[config.mk]
export PLATFORM = sky130hd
export DESIGN_NAME = nibble_texture_combine
export DESIGN_NICKNAME = d
export VERILOG_FILES = /design/src/rtl/nibcomb_pkg.sv /design/src/rtl/nibcomb_ctrl.sv /design/src/rtl/nibcomb_path.sv /design/src/rtl/nibble_texture_combine.sv
export SDC_FILE = /design/constraint.sdc
export NUM_CORES = 2
export LEC_CHECK = 0
export ABC_AREA = 1
export BUFFER_PORTS_ARGS = -buffer_cell sky130_fd_sc_hd__buf_2
export CAP_MARGIN = 10
export CORE_UTILIZATION = 45
export CTS_CLUSTER_DIAMETER = 80
export CTS_CLUSTER_SIZE = 8
export DETAILED_ROUTE_END_ITERATION = 8
export SKIP_LAST_GASP = 1
export SLEW_MARGIN = 20
export SYNTH_ARGS = -nofsm -noshare
export SYNTH_HDL_FRONTEND = slang
export SYNTH_HIERARCHICAL = 1
export SYNTH_SLANG_ARGS = --single-unit
export TNS_END_PERCENT = 10
[constraint.sdc]
create_clock -name clk -period 1.2 [get_ports clk]
set_input_delay 0 -clock clk [delete_from_list [all_inputs] [get_ports clk]]
set_output_delay 0 -clock clk [all_outputs]
set_load 0.02 [all_outputs]
[src/rtl/nibcomb_pkg.sv]
package nibcomb_pkg;
  // Strobes passed from control to datapath each cycle
  typedef struct packed {
    logic tblWrite;  // host write into the table
    logic lookup;    // accepted pixel: read entry, capture slot
  } combStrobe_t;
endpackage

[src/rtl/nibcomb_ctrl.sv]
module nibcomb_ctrl
  import nibcomb_pkg::*;
(
  input  logic        clk,
  input  logic        rstN,
  input  logic        inValid,
  input  logic        wrEn,
  output logic        inReady,
  output combStrobe_t strobe,
  output logic        outValid
);
  logic validQ;

  // host writes own the table port; pixels wait
  assign inReady         = ~wrEn;
  assign strobe.tblWrite = wrEn;
  assign strobe.lookup   = inValid & ~wrEn;

  always_ff @(posedge clk or negedge rstN) begin
    if (!rstN) validQ <= 1'b0;
    else       validQ <= strobe.lookup;
  end

  assign outValid = validQ;
endmodule

[src/rtl/nibcomb_path.sv]
module nibcomb_path
  import nibcomb_pkg::*;
#(
  parameter int PIX_W = 4,
  parameter int NSLOT = 4
) (
  input  logic                    clk,
  input  logic                    rstN,
  input  combStrobe_t             strobe,
  input  logic [PIX_W-1:0]        inSrc,
  input  logic [PIX_W-1:0]        inDst,
  input  logic                    inXOdd,
  input  logic                    inYOdd,
  input  logic [2*PIX_W-1:0]      wrAddr,
  input  logic [PIX_W*NSLOT-1:0]  wrData,
  output logic [PIX_W-1:0]        outNib
);
  localparam int ADDR_W  = 2 * PIX_W;
  localparam int DEPTH   = 1 << ADDR_W;
  localparam int ENTRY_W = PIX_W * NSLOT;
  localparam int SLOT_W  = $clog2(NSLOT);

  logic [ENTRY_W-1:0] tableMem [DEPTH];
  logic [ENTRY_W-1:0] rdEntry;
  logic [SLOT_W-1:0]  slotQ;
  logic [ADDR_W-1:0]  lookupIdx;
  logic [SLOT_W-1:0]  slotIdx;
  logic [PIX_W-1:0]   slotNib [NSLOT];

  // source nibble high, old destination nibble low
  assign lookupIdx = {inSrc, inDst};
  // slot = 2*yOdd + xOdd
  assign slotIdx = SLOT_W'({inYOdd, inXOdd});

  always_ff @(posedge clk) begin
    if (strobe.tblWrite) tableMem[wrAddr] <= wrData;
  end

  always_ff @(posedge clk or negedge rstN) begin
    if (!rstN) begin
      rdEntry <= '0;
      slotQ   <= '0;
    end else if (strobe.lookup) begin
      rdEntry <= tableMem[lookupIdx];
      slotQ   <= slotIdx;
    end
  end

  // slot 0 sits in the most significant nibble
  for (genvar g = 0; g < NSLOT; g++) begin : gSlot
    assign slotNib[g] = rdEntry[ENTRY_W-1-g*PIX_W -: PIX_W];
  end

  assign outNib = slotNib[slotQ];
endmodule

[src/rtl/nibble_texture_combine.sv]
module nibble_texture_combine
  import nibcomb_pkg::*;
(
  input  logic        clk,
  input  logic        rstN,
  input  logic        inValid,
  output logic        inReady,
  input  logic [3:0]  inSrc,
  input  logic [3:0]  inDst,
  input  logic        inXOdd,
  input  logic        inYOdd,
  output logic        outValid,
  output logic [3:0]  outNib,
  input  logic        wrEn,
  input  logic [7:0]  wrAddr,
  input  logic [15:0] wrData
);
  combStrobe_t strobe;

  nibcomb_ctrl uCtrl (
    .clk(clk), .rstN(rstN), .inValid(inValid), .wrEn(wrEn),
    .inReady(inReady), .strobe(strobe), .outValid(outValid)
  );

  nibcomb_path #(.PIX_W(4), .NSLOT(4)) uPath (
    .clk(clk), .rstN(rstN), .strobe(strobe),
    .inSrc(inSrc), .inDst(inDst), .inXOdd(inXOdd), .inYOdd(inYOdd),
    .wrAddr(wrAddr), .wrData(wrData), .outNib(outNib)
  );
endmodule

==> qor.txt <==
Warning count from the yosys run: 6
Violations in the final reports: setup timing
Final #Nets: 14700
Data required time of the worst path: 1200 ps
Final Hold Violating Endpoints: 0
Max stage delay cell, worst path: sky130_fd_sc_hd__dfrtp_1
Leakage component of the power: 73.4 nW
Number of buffers inserted during clock tree synthesis: 586
Initial DRC count: 13800
Library cell appearing most often on the critical path: sky130_fd_sc_hd__buf_6
Leading cell types in the layout, fill and taps excluded: sky130_fd_sc_hd__nand2_1, sky130_fd_sc_hd__edfxtp_1, sky130_fd_sc_hd__nand3_1
Worst hold slack: 18.4 ps
Clk Latency, worst-skew pair: 1030 ps
Register area share after synthesis: 74.4%
Final HPWL DP: 316000 um
Clock edge transition at the registers on the reported setup and hold paths: 50 ps
Maximum number of pins on one net before global-route repair: 81
CTS Buffer Depth: 4
DRC violations left: 0
Startpoint of the worst hold path: inSrc[0]
Max VDD drop: 1.52 mV
Hold path cells: 9
Total wire length after detailed routing: 517000 um
Routed length per placed instance: 26.4 um
Mapped Nets: 13700
Syn Area/Cell: 12.2 um2
Hold endpoint: uPath/rdEntry[9]
Number of instances in the synthesized netlist: 13700
Setup repair after global routing missed its margin: yes
Detail-routed via count per cell: 5.81
Netlist area before placement: 0.166 mm2
Largest fanout on the critical path: 8
CORE AREA: 0.366 mm2
Final Power: 331 mW
Overall routing resource usage: 27.1%
Setup Viol. Count Final: 832
Worst setup path class: reg -> out
Maximum achievable frequency: 0.438 GHz
Most common library cell in the layout ignoring fill and taps: sky130_fd_sc_hd__nand2_1
Maximum Capacitance Violations: 0
Status: finished, violations left
Initial cell density of the core: 45.3%
Die span in x: 609 um
Total negative slack: -48260 ps
Antenna violations before repair: 24
Number of global-route vias before repair: 107000
Share of layout cells above drive strength 1: 19.5%
Wire length of the first global-routing pass: 740000 um
Clock Skews: 41.6 ps
CP endpoint kind: output pin
Post-Place Cells: 18800
Min Tclk post-route: 2280 ps
Total power density per cell area: 1610 mW/mm2
R2R depth: 11
Ratio of final minimum period to clock period: 190%
Number of port buffers: 43
Die Area: 0.371 mm2
Fin. max-slew vios: 0
Die Ht: 609 um
Setup repair bufs after CTS: 0
Worst slew pin tran: 1160 ps
Critical register-to-register path startpoint: uPath/tableMem[203][10]
Post-detailed-route count of antenna-violating nets: 0
#FFs+latches synth: 4115
Area overhead of the layout relative to synthesis: 24.2%
Worst-case setup margin in the final layout: -1080 ps
Non-filler instance count after layout: 19600
Min-Delay Path Class: in -> reg
Area share of the largest cell type after synthesis: 74.1%
Std-Cell Rows: 222
Unique cell type count in the Yosys netlist: 18
Cell accounting for the most synthesized area: sky130_fd_sc_hd__edfxtp_1
TritonCTS Sinks: 4115
Routed vias: 114000
TritonCTS clock tree: yes
Number of top-level pins: 44
Htree depth: 6
Leading post-synthesis cells by cell area: sky130_fd_sc_hd__edfxtp_1, sky130_fd_sc_hd__nand3_1, sky130_fd_sc_hd__nand2_1
Element type at the critical path start: flop
Internal reg-to-reg setup slack: -480 ps
Worst-path cell chain: buf_6 -> o21ai_2 -> o22ai_2 -> buf_6 -> buf_6
Crit path DAT: 2280 ps
Slew headroom: 22.4%
Endpoint of the most critical register-to-register path: uPath/rdEntry[10]
Maximum single-stage delay on the critical path: 430 ps
Clock root buffer: sky130_fd_sc_hd__clkbuf_16
Total congestion overflow after global routing: 0
First-pass detailed-route iteration total: 6
Global placer's final weighted congestion: 0.919
-- cells in the mapped netlist --
library cell	n
sky130_fd_sc_hd__inv_2	2
sky130_fd_sc_hd__nand2_1	4164
sky130_fd_sc_hd__buf_12	1
sky130_fd_sc_hd__nand3_1	4083
sky130_fd_sc_hd__edfxtp_1	4096
sky130_fd_sc_hd__nor2_1	289
sky130_fd_sc_hd__buf_2	506
sky130_fd_sc_hd__buf_4	160
sky130_fd_sc_hd__clkbuf_1	154
sky130_fd_sc_hd__nor2_2	1
sky130_fd_sc_hd__o22ai_1	4
sky130_fd_sc_hd__buf_6	35
sky130_fd_sc_hd__o21ai_0	10
sky130_fd_sc_hd__buf_1	86
sky130_fd_sc_hd__nor3_1	2
sky130_fd_sc_hd__dfrtp_1	19
sky130_fd_sc_hd__inv_1	40
sky130_fd_sc_hd__inv_4	2
-- sequential cells by signal, indices dropped and copies added (netlist names) --
| register | cells |
|---|---|
| uPath/tableMem | 4096 |
| uPath/rdEntry | 16 |
| uPath/slotQ | 2 |
| uCtrl/outValid | 1 |
-- stage by stage --
stage	worst slack [ps]	utilization (%)	cell area, um2
6_report	-1080	56.3	206000
5_1_grt	-1110	56.3	206000
4_1_cts	-1120	54.7	201000
3_5_place_dp	-1300	50.2	184000
3_3_place_gp	-1280	50.2	184000
2_1_floorplan	-592	-	166000
-- area by class of cell --
cell class / count / area [um2]
clock buffer: 612 / 14900
fill: 28900 / 160000
timing repair buffer: 1360 / 17400
antenna: 11 / 27.5
sequential: 4115 / 123000
clock inverter: 58 / 1120
inverter: 44 / 219
multi-input combinational: 8553 / 43000
timing repair inverter: 1 / 7.51
tap: 4816 / 6030
-- cells by family after synthesis --
| logic type | after synthesis | synth area share [%] |
|---|---|---|
| flops | 4115 | 74.4 |
| simple gates | 8539 | 22.4 |
| compound gates | 14 | 0.0452 |
| buf+inv | 986 | 3.15 |
-- worst max-delay path, delay by kind of cell (launching register included) --
kind,cells,cell delay (ps)
AO/OA/AOI/OAI,2,340
buffers and inverters,3,480
flip-flops,1,430
-- how the worst max path moves through the flow --
stage | startpoint | slack, ps | to | cells past startpoint
final | uPath/slotQ[0] | -1080 | outNib[3] | 5
after global routing | uPath/slotQ[0] | -1110 | outNib[1] | 5
after CTS | uPath/slotQ[0] | -1120 | outNib[3] | 5
after detailed placement | inDst[1] | -1300 | uPath/rdEntry[7] | 14
after global placement | inDst[1] | -1280 | uPath/rdEntry[3] | 13
after floorplan | wrEn | -590 | uPath/tableMem[105][0] | 5
-- metal layers --
layer / global-route usage, % / routed length [um]
met5: 0 / 24
met4: 11.5 / 22900
met3: 4.48 / 45300
met2: 42.6 / 243000
met1: 37.4 / 206000
-- where the power goes --
part           leakage [nW]  total (mW)  switching [mW]  internal [mW]
Sequential             37.0         159           0.157            159
Combinational          28.6        25.0            17.1           7.93
Clock                  7.78         147            59.8           87.5
-- timing repair --
action	CTS	global route
hold buffers	58	1
hold endpoints to repair	7869	1
gates cloned	0	1
pin swaps	3	295
setup endpoints to repair	21	4021
resized for setup	17	1076
Note: power is estimated with default switching activity, not from simulation.
